$ cat config.mk
export PLATFORM = sky130hd
export DESIGN_NAME = evt_counter_cmp
export DESIGN_NICKNAME = d
export VERILOG_FILES = /design/src/rtl/ec_pkg.sv /design/src/rtl/ec_edge_detect.sv /design/src/rtl/ec_count_core.sv /design/src/rtl/ec_compare.sv /design/src/rtl/evt_counter_cmp.sv
export SDC_FILE = /design/constraint.sdc
export NUM_CORES = 1
export LEC_CHECK = 0
export BUFFER_PORTS_ARGS = -buffer_cell sky130_fd_sc_hd__buf_2
export CORE_AREA = 2 2 77 79
export CTS_BUF_LIST = sky130_fd_sc_hd__clkbuf_8 sky130_fd_sc_hd__clkbuf_16
export DETAILED_ROUTE_END_ITERATION = 10
export DIE_AREA = 0 0 79 81
export PLACE_DENSITY = 0.72
export REMOVE_ABC_BUFFERS = 1
export SETUP_SLACK_MARGIN = 0.05
export SKIP_CTS_REPAIR_TIMING = 1
export SLEW_MARGIN = 25
export SYNTH_ARGS = -nofsm -noshare
export SYNTH_HDL_FRONTEND = slang
export SYNTH_SLANG_ARGS = --single-unit
$ cat constraint.sdc
create_clock -name clk -period 4.09 [get_ports clk]
set_clock_uncertainty 0.05 [all_clocks]
set_input_delay 1.227 -clock clk [delete_from_list [all_inputs] [get_ports clk]]
set_output_delay 1.227 -clock clk [all_outputs]
set_load 0.01 [all_outputs]
$ cat src/rtl/ec_pkg.sv
package ec_pkg;

  typedef enum logic [1:0] {
    ACT_HOLD = 2'd0,
    ACT_UP   = 2'd1,
    ACT_DOWN = 2'd2
  } ec_act_e;

  function automatic ec_act_e ec_pick_action(input logic en,
                                             input logic up,
                                             input logic dn,
                                             input logic at_max,
                                             input logic at_zero);
    ec_act_e a;
    a = ACT_HOLD;
    if (en) begin
      if (up && !dn && !at_max)      a = ACT_UP;
      else if (dn && !up && !at_zero) a = ACT_DOWN;
    end
    return a;
  endfunction

endpackage

$ cat src/rtl/ec_edge_detect.sv
module ec_edge_detect (
  input  logic clk,
  input  logic rst_n,
  input  logic sig_i,
  output logic rise_o
);

  logic prev_q;

  // The delayed copy tracks the input in every cycle, whatever the enable.
  always_ff @(posedge clk) begin
    if (!rst_n) prev_q <= 1'b0;
    else        prev_q <= sig_i;
  end

  assign rise_o = sig_i & ~prev_q;

  // a rising edge cannot be reported in two consecutive cycles
  a_r2_single_rise: assert property (@(posedge clk) disable iff (!rst_n)
    rise_o |=> !rise_o);

endmodule

$ cat src/rtl/ec_count_core.sv
module ec_count_core
  import ec_pkg::*;
#(
  parameter int CNT_W = 16
) (
  input  logic             clk,
  input  logic             rst_n,
  input  logic             en_i,
  input  logic             up_i,
  input  logic             dn_i,
  output logic [CNT_W-1:0] cnt_o
);

  localparam logic [CNT_W-1:0] CNT_MAX = {CNT_W{1'b1}};

  logic [CNT_W-1:0] cnt_q;
  ec_act_e          act;

  assign act = ec_pick_action(en_i, up_i, dn_i,
                              cnt_q == CNT_MAX, cnt_q == '0);

  always_ff @(posedge clk) begin
    if (!rst_n) begin
      cnt_q <= '0;
    end else begin
      case (act)
        ACT_UP:   cnt_q <= cnt_q + CNT_W'(1);
        ACT_DOWN: cnt_q <= cnt_q - CNT_W'(1);
        default:  cnt_q <= cnt_q;
      endcase
    end
  end

  assign cnt_o = cnt_q;

  // a lone decrement lowers a non-zero count by one
  a_r3_decrement: assert property (@(posedge clk) disable iff (!rst_n)
    (en_i && dn_i && !up_i && cnt_q != '0) |=> cnt_q == $past(cnt_q) - CNT_W'(1));

  // simultaneous event and decrement cancel
  a_r4_cancel: assert property (@(posedge clk) disable iff (!rst_n)
    (en_i && up_i && dn_i) |=> $stable(cnt_q));

  // no underflow below zero
  a_r5_zero_floor: assert property (@(posedge clk) disable iff (!rst_n)
    (en_i && dn_i && !up_i && cnt_q == '0) |=> cnt_q == '0);

  // no wrap past all ones
  a_r6_no_overflow: assert property (@(posedge clk) disable iff (!rst_n)
    (en_i && up_i && !dn_i && cnt_q == CNT_MAX) |=> cnt_q == CNT_MAX);

  // frozen while disabled
  a_r7_frozen: assert property (@(posedge clk) disable iff (!rst_n)
    !en_i |=> $stable(cnt_q));

endmodule

$ cat src/rtl/ec_compare.sv
module ec_compare #(
  parameter int CNT_W = 16
) (
  input  logic             clk,
  input  logic             rst_n,
  input  logic             we_i,
  input  logic [CNT_W-1:0] wdata_i,
  input  logic [CNT_W-1:0] cnt_i,
  output logic             match_o
);

  logic [CNT_W-1:0] thr_q;

  always_ff @(posedge clk) begin
    if (!rst_n)    thr_q <= '0;
    else if (we_i) thr_q <= wdata_i;
  end

  assign match_o = (cnt_i >= thr_q);

  // threshold write takes effect one edge later
  a_r8_load: assert property (@(posedge clk) disable iff (!rst_n)
    we_i |=> thr_q == $past(wdata_i));

  // threshold holds without a write
  a_r8_hold: assert property (@(posedge clk) disable iff (!rst_n)
    !we_i |=> $stable(thr_q));

endmodule

$ cat src/rtl/evt_counter_cmp.sv
module evt_counter_cmp #(
  parameter int CNT_W = 16
) (
  input  logic             clk,
  input  logic             rst_n,
  input  logic             enable,
  input  logic             evt_in,
  input  logic             dec_pulse,
  input  logic             cmp_we,
  input  logic [CNT_W-1:0] cmp_wdata,
  output logic [CNT_W-1:0] count_o,
  output logic             match_o
);

  logic             rise;
  logic [CNT_W-1:0] cnt;

  ec_edge_detect u_edge (
    .clk    (clk),
    .rst_n  (rst_n),
    .sig_i  (evt_in),
    .rise_o (rise)
  );

  ec_count_core #(.CNT_W(CNT_W)) u_core (
    .clk   (clk),
    .rst_n (rst_n),
    .en_i  (enable),
    .up_i  (rise),
    .dn_i  (dec_pulse),
    .cnt_o (cnt)
  );

  ec_compare #(.CNT_W(CNT_W)) u_cmp (
    .clk     (clk),
    .rst_n   (rst_n),
    .we_i    (cmp_we),
    .wdata_i (cmp_wdata),
    .cnt_i   (cnt),
    .match_o (match_o)
  );

  assign count_o = cnt;

  // an enabled rising edge with no decrement raises a non-saturated count
  a_r2_count_up: assert property (@(posedge clk) disable iff (!rst_n)
    (enable && evt_in && !$past(evt_in) && !dec_pulse && cnt != {CNT_W{1'b1}})
      |=> count_o == $past(count_o) + CNT_W'(1));

endmodule

==> results.md, run 1 <==
- Status: finished clean
- Synth top area share: 27.5%
- GPL Wtd Cong: 0.857
- Filler instances: 569
- Diodes inserted: 0
- Grt met1 use: 23.4%
- Critical Path End Type: register
- Fmax: 259 MHz
- CP Depth: 11
- # setup viols final: 0
- H-tree depth: 2
- Clk sinks: 33
- CTS Buffer Depth: 2
- Worst VDD drop: 0.156 mV
- Worst Path Arrival: 4.00 ns
- Max cap viols: 0
- Slowest stage delay, CP: 0.54 ns
- FF+latch count, synth: 33
- Period minus WS final: between 3 and 4 ns
- Die Wd: 79 um
- Detailed Route Iter0 Violations: 147
- Number of port buffers: 38
- WP data required: 4.23 ns
- Synthesized area: roughly 0.0024 sq mm
- R2R depth: 11
- Worst Setup Start Kind: input pin
- Max-slew violation count: 0
- Routed WL per cell: approximately 14 um
- RSZ-0062 raised after global routing: no
- Num CTS Buffers: 5
- DRC violations left: 0
- Worst slew margin: about 57%
- Gr usage total: a little under a fifth
- Crit share post-route: 94.5%
- Met3 Resource Use GR: under 10%
- Post-synthesis sequential area ratio: 27.5%
- Root Driver: clkbuf_8
- Die Span Y: just over 80 um
- Fraction of registers with async set/reset: 0%
- Ys flop type: dfxtp_1
- Dominant cells by area after synthesis: dfxtp_1 28%, ha_1 16%, mux2i_1 7.5%, nor2b_1 4.7%, a21oi_1 3.3%
- Number of synthesized flops with an enable pin: 0
- DR vias/cell: 5.33
- Via count: 2226
- Gr ovfl total: 0
- Critical path type: in -> reg
- Synth top cells by count: 33 x dfxtp_1, 31 x ha_1, 20 x inv_1
- Met2 usage: between 30% and 40%
- Die area: 0.00640 sq mm
- Hold Crit Class: reg -> reg
- Post-DP HPWL: about 4300 um
- Vias in the first global route: 2089
- Crit-path cells: buf_2, nand2b_1, or4b_4, ha_4, fa_1, a21o_1, a31oi_4, o21ai_2, or4b_4, and4_1, a311o_1
- Reg area: 661 sq um
- Area added between synthesis and finish: 24.9%
- Slew @ Worst Pin: 0.643 ns
- Hold path depth: 2
- Hold WS: 0.470 ns
- Initial Util: between 40% and 50%
- Clock transition at path regs: 0.08 ns
- CP bufs+invs: 1
- Slowest cell on the critical path: or4b_4
- WL final: ~5700 um
- Lkg Pwr: 1.50 nW
- ANT nets after route: 0
- CP max FO: 4
- Clock latency on the worst-skew pair: 0.29 ns
- Mapped Cells: 276
- Final Core Density: between 50% and 60%
- Cell repeated most along the worst path: or4b_4
- Most common cell in the synthesized netlist: dfxtp_1
- Unique masters post-synth: 43
- Syn_area_per_cell: 8.70 sq um
- # IOs: 39
- Pwr Density: around 230 mW/mm^2
- Dominant cell type by area after synthesis: dfxtp_1
- 1st-pass router iterations: 4
- CTS tree: done
- Final Hold Violating Endpoints: 0
- Layout cells sized above 1: about 25%
- Wire length of the first global-routing pass: 9430 um
- Num rows: 28
- Initial antenna violation count: 0
- Pin count of the biggest net entering global routing: 42
- Area of the multi-input gates: around 0.0017 sq mm
- Ys Warns: 0
- CP top delay family: simple AND/OR/NAND/NOR gates
- Final net count: about 400
- Busiest grt layer: met2
- Core area: 0.00568 sq mm
==> sequential cells by signal (all words and copies together), names as in the netlist <==
register       count
u_cmp.thr_q       16
u_core.cnt_o      16
u_edge.prev_q      1
==> path summary, 6_finish.rpt <==
path | from | end | slack, ns
min reg2reg | u_cmp.thr_q[3]$_SDFFE_PN0P_ | u_cmp.thr_q[3]$_SDFFE_PN0P_ | 0.47
min | u_cmp.thr_q[3]$_SDFFE_PN0P_ | u_cmp.thr_q[3]$_SDFFE_PN0P_ | 0.47
max | evt_in | u_core.cnt_o[12]$_SDFFE_PN0P_ | 0.22
max reg2reg | u_core.cnt_o[12]$_SDFFE_PN0P_ | u_core.cnt_o[12]$_SDFFE_PN0P_ | 0.67
==> stage by stage <==
| step | TNS, ns | area, sq um | cells | setup WS (ns) | power, W |
|---|---|---|---|---|---|
| floorplan | -0.371 | 2370 | 267 | -0.297 | 0.000409 |
| global placement | -0.846 | 2880 | 410 | -0.222 | 0.000449 |
| detailed placement | -1.44 | 2880 | 410 | -0.334 | 0.000453 |
| CTS | -0.0115 | 2960 | 418 | -0.0115 | 0.000704 |
| global route | 0 | 3000 | 418 | 0.143 | 0.000734 |
| finish | 0 | 3000 | 418 | 0.224 | 0.000700 |
==> logic make-up (layout without fill, tap and decap cells) <==
| family | Yosys count | count (layout) | share of synthesized area (%) |
|---|---|---|---|
| and+or+nand+nor | 88 | 88 | 21.3 |
| AOI/OAI and AO/OA | 65 | 65 | 18.2 |
| DFF | 33 | 33 | 27.5 |
| adders and majority gates | 32 | 32 | 17.0 |
| buffers and inverters | 29 | 96 | 4.53 |
| muxes | 18 | 18 | 7.50 |
| xor gates and xnor gates | 11 | 11 | 4.01 |
==> report_power, final <==
part / internal, W / switching, W / leakage [nW]
sequential: 0.000333 / 0.00000695 / 0.269
clock: 0.000118 / 0.000134 / 0.0439
combinational: 0.0000529 / 0.0000559 / 1.18
==> final cells by class <==
type / instances / area share (%)
clock inverter: 3 / 0.584
multi-input combinational: 214 / 55.5
sequential: 33 / 22.0
tap: 75 / 3.13
clock buffer: 5 / 2.29
inverter: 20 / 2.50
timing repair buffer: 68 / 14.0
==> metal layers <==
layer	up-vias	routed length, um
li1	1145	-
met1	1026	2710
met2	48	2740
met3	7	230
met4	0	57
met5	-	0
==> cells in the final DEF, fill, tap and decap left out, types with 11 or more instances in the layout <==
master	instances
a21oi_1	16
buf_2	38
buf_4	29
dfxtp_1	33
ha_1	29
inv_1	20
mux2i_1	18
nand3_1	11
nor2b_1	18
o21ai_0	14
==> worst register-to-register path, delay by kind of cell (launching register included) <==
kind	cells	cell delay [ns]
AO/OA/AOI/OAI	4	0.81
adder cells (fa/ha/maj)	2	0.56
flip-flops	1	0.39
AND/OR/NAND/NOR	5	1.49
(Power assumes the default switching activity.)
==> inputs of run 2 (changes only) <==
--- a/config.mk
+++ b/config.mk
@@ -5,12 +5,12 @@
 export SDC_FILE = /design/constraint.sdc
 export NUM_CORES = 1
 export LEC_CHECK = 0
-export BUFFER_PORTS_ARGS = -buffer_cell sky130_fd_sc_hd__buf_2
 export CORE_AREA = 2 2 77 79
-export CTS_BUF_LIST = sky130_fd_sc_hd__clkbuf_8 sky130_fd_sc_hd__clkbuf_16
+export CTS_BUF_LIST = sky130_fd_sc_hd__clkbuf_4 sky130_fd_sc_hd__clkbuf_8
 export DETAILED_ROUTE_END_ITERATION = 10
 export DIE_AREA = 0 0 79 81
-export PLACE_DENSITY = 0.72
+export DONT_BUFFER_PORTS = 1
+export PLACE_DENSITY = 0.66
 export REMOVE_ABC_BUFFERS = 1
 export SETUP_SLACK_MARGIN = 0.05
 export SKIP_CTS_REPAIR_TIMING = 1
==> results.md, run 2 (synthesis results as in run 1) <==
- Gr ovfl total: 0
- Area added between synthesis and finish: 18.1%
- Post-DP HPWL: 4470 um
- CP max FO: 5
- Gr usage total: 19.0%
- Worst r2r src: u_core.cnt_o[13]$_SDFFE_PN0P_
- Detailed Route Iter0 Violations: 53
- Vias in the first global route: 2075
- Lkg Pwr: between 1 and 1.5 nW
- Initial antenna violation count: 0
- Worst Path Arrival: ~4.1 ns
- # setup viols final: 0
- RR Endpoint: u_core.cnt_o[12]$_SDFFE_PN0P_
- Reg area: 661 sq um
- WL final: around 5800 um
- H-tree depth: 2
- Die Wd: 79 um
- Number of port buffers: 0
- DR vias/cell: approximately 5.6
- CP Depth: 10
- CP top delay family: simple AND/OR/NAND/NOR gates
- Setup slack, reg-to-reg: 0.53 ns
- Met1 WL: roughly 2600 um
- DRC violations left: 0
- Critical Path End: u_core.cnt_o[12]$_SDFFE_PN0P_
- Fmax: 254 MHz
- Worst slew margin: 70.8%
- Clock transition at path regs: 0.07 ns
- Period minus WS final: 3.94 ns
- Core area: ~0.0057 sq mm
- Final Hold Violating Endpoints: 0
- DR WL met2: 2800 um
- Slowest stage delay, CP: 0.64 ns
- Total chip power: ~0.00075 W
- GPL Wtd Cong: 0.908
- Worst VDD drop: 0.126 mV
- Die Span Y: 81 um
- Worst Setup Start Kind: input pin
- RSZ-0062 raised after global routing: no
- # IOs: 39
- Hold Crit Class: reg -> reg
- Clock latency on the worst-skew pair: about 0.29 ns
- CTS Buffer Depth: 2
- Highest routed layer: met4
- Slowest cell on the critical path: or4b_2
- Via count: 2130
- Max-slew violation count: 0
- Wire length of the first global-routing pass: 9550 um
- Crit share post-route: 96.3%
- Root Driver: clkbuf_8
- Num rows: 28
- Commonest cells after routing, fill and taps aside: 33 x buf_4, 33 x dfxtp_1, 30 x ha_1
- Clk sinks: 33
- R2R depth: 11
- Initial Util: between 40% and 50%
- Critical path type: in -> reg
- Num CTS Buffers: 5
- Status: finished clean
- Pwr Density: roughly 270 mW/mm^2
- Final net count: roughly 360
- ANT nets after route: 0
- Layout cells sized above 1: 15.9%
- Die area: ~0.0064 sq mm
- Area of the multi-input gates: 0.00164 sq mm
- Slew @ Worst Pin: 0.434 ns
- Routed WL per cell: 15.2 um
- Critical Path End Type: register
- WP data required: approximately 4.2 ns
- 1st-pass router iterations: 4
- Critical path startpoint: evt_in
- Final TNS setup: 0 ns
- Pin count of the biggest net entering global routing: 42
- Max cap viols: 0
- Routed wl met3: 361 um
- CTS tree: done
- CP bufs+invs: 0
- Filler instances: between 500 and 600
- Crit-path cells: nand2b_1, or4b_2, ha_2, fa_1, a21o_1, a31oi_2, o21ai_2, or4b_4, and4_1, a311o_1
- Diodes inserted: 0
## run 2: worst min path at each step
| stage | cells after the start | start | to | slack (ns) |
|---|---|---|---|---|
| 2_1_floorplan | 2 | u_cmp.thr_q[10]$_SDFFE_PN0P_ | u_cmp.thr_q[10]$_SDFFE_PN0P_ | 0.43 |
| 3_3_place_gp | 2 | u_cmp.thr_q[10]$_SDFFE_PN0P_ | u_cmp.thr_q[10]$_SDFFE_PN0P_ | 0.45 |
| 3_5_place_dp | 2 | u_cmp.thr_q[7]$_SDFFE_PN0P_ | u_cmp.thr_q[7]$_SDFFE_PN0P_ | 0.46 |
| 4_1_cts | 2 | u_cmp.thr_q[7]$_SDFFE_PN0P_ | u_cmp.thr_q[7]$_SDFFE_PN0P_ | 0.48 |
| 5_1_grt | 2 | u_cmp.thr_q[7]$_SDFFE_PN0P_ | u_cmp.thr_q[7]$_SDFFE_PN0P_ | 0.51 |
| 6_report | 2 | u_cmp.thr_q[15]$_SDFFE_PN0P_ | u_cmp.thr_q[15]$_SDFFE_PN0P_ | 0.47 |
## run 2: layer usage
layer,up-vias,track usage (%)
met4,0,7.59
met3,12,6.33
met1,989,21.0
li1,1072,-
met5,-,0
met2,57,33.9
## run 2: where the power goes
group	switching, W	leakage [nW]	total [W]	internal [W]
Clock	0.000124	0.0619	0.000329	0.000205
Sequential	0.00000620	0.269	0.000339	0.000333
Combinational	0.0000423	1.02	0.0000856	0.0000432
## run 2: stage by stage
step / std cells / worst slack (ns) / hold slack [ns] / cell area (sq um) / utilization (%)
floorplan: 267 / -0.297 / 0.433 / 2370 / -
global placement: 375 / -0.162 / 0.450 / 2710 / 47.7
detailed placement: 375 / -0.227 / 0.457 / 2710 / 47.7
CTS: 383 / 0.0378 / 0.476 / 2830 / 49.8
global route: 383 / 0.0823 / 0.506 / 2840 / 50.0
finish: 383 / 0.153 / 0.467 / 2840 / 50.0
## run 2: area by class of cell
cell class	count	share of cell area (%)
inverter	20	2.65
clock inverter	1	1.06
multi-input combinational	214	57.8
sequential	33	23.3
timing repair buffer	33	8.73
clock buffer	7	3.18
tap	75	3.31
## run 2: worst min-delay path, stage by stage, from the launching register on
cell and delay, ns:
dfxtp_1 0.33, mux2i_1 0.07, nor2b_1 0.09
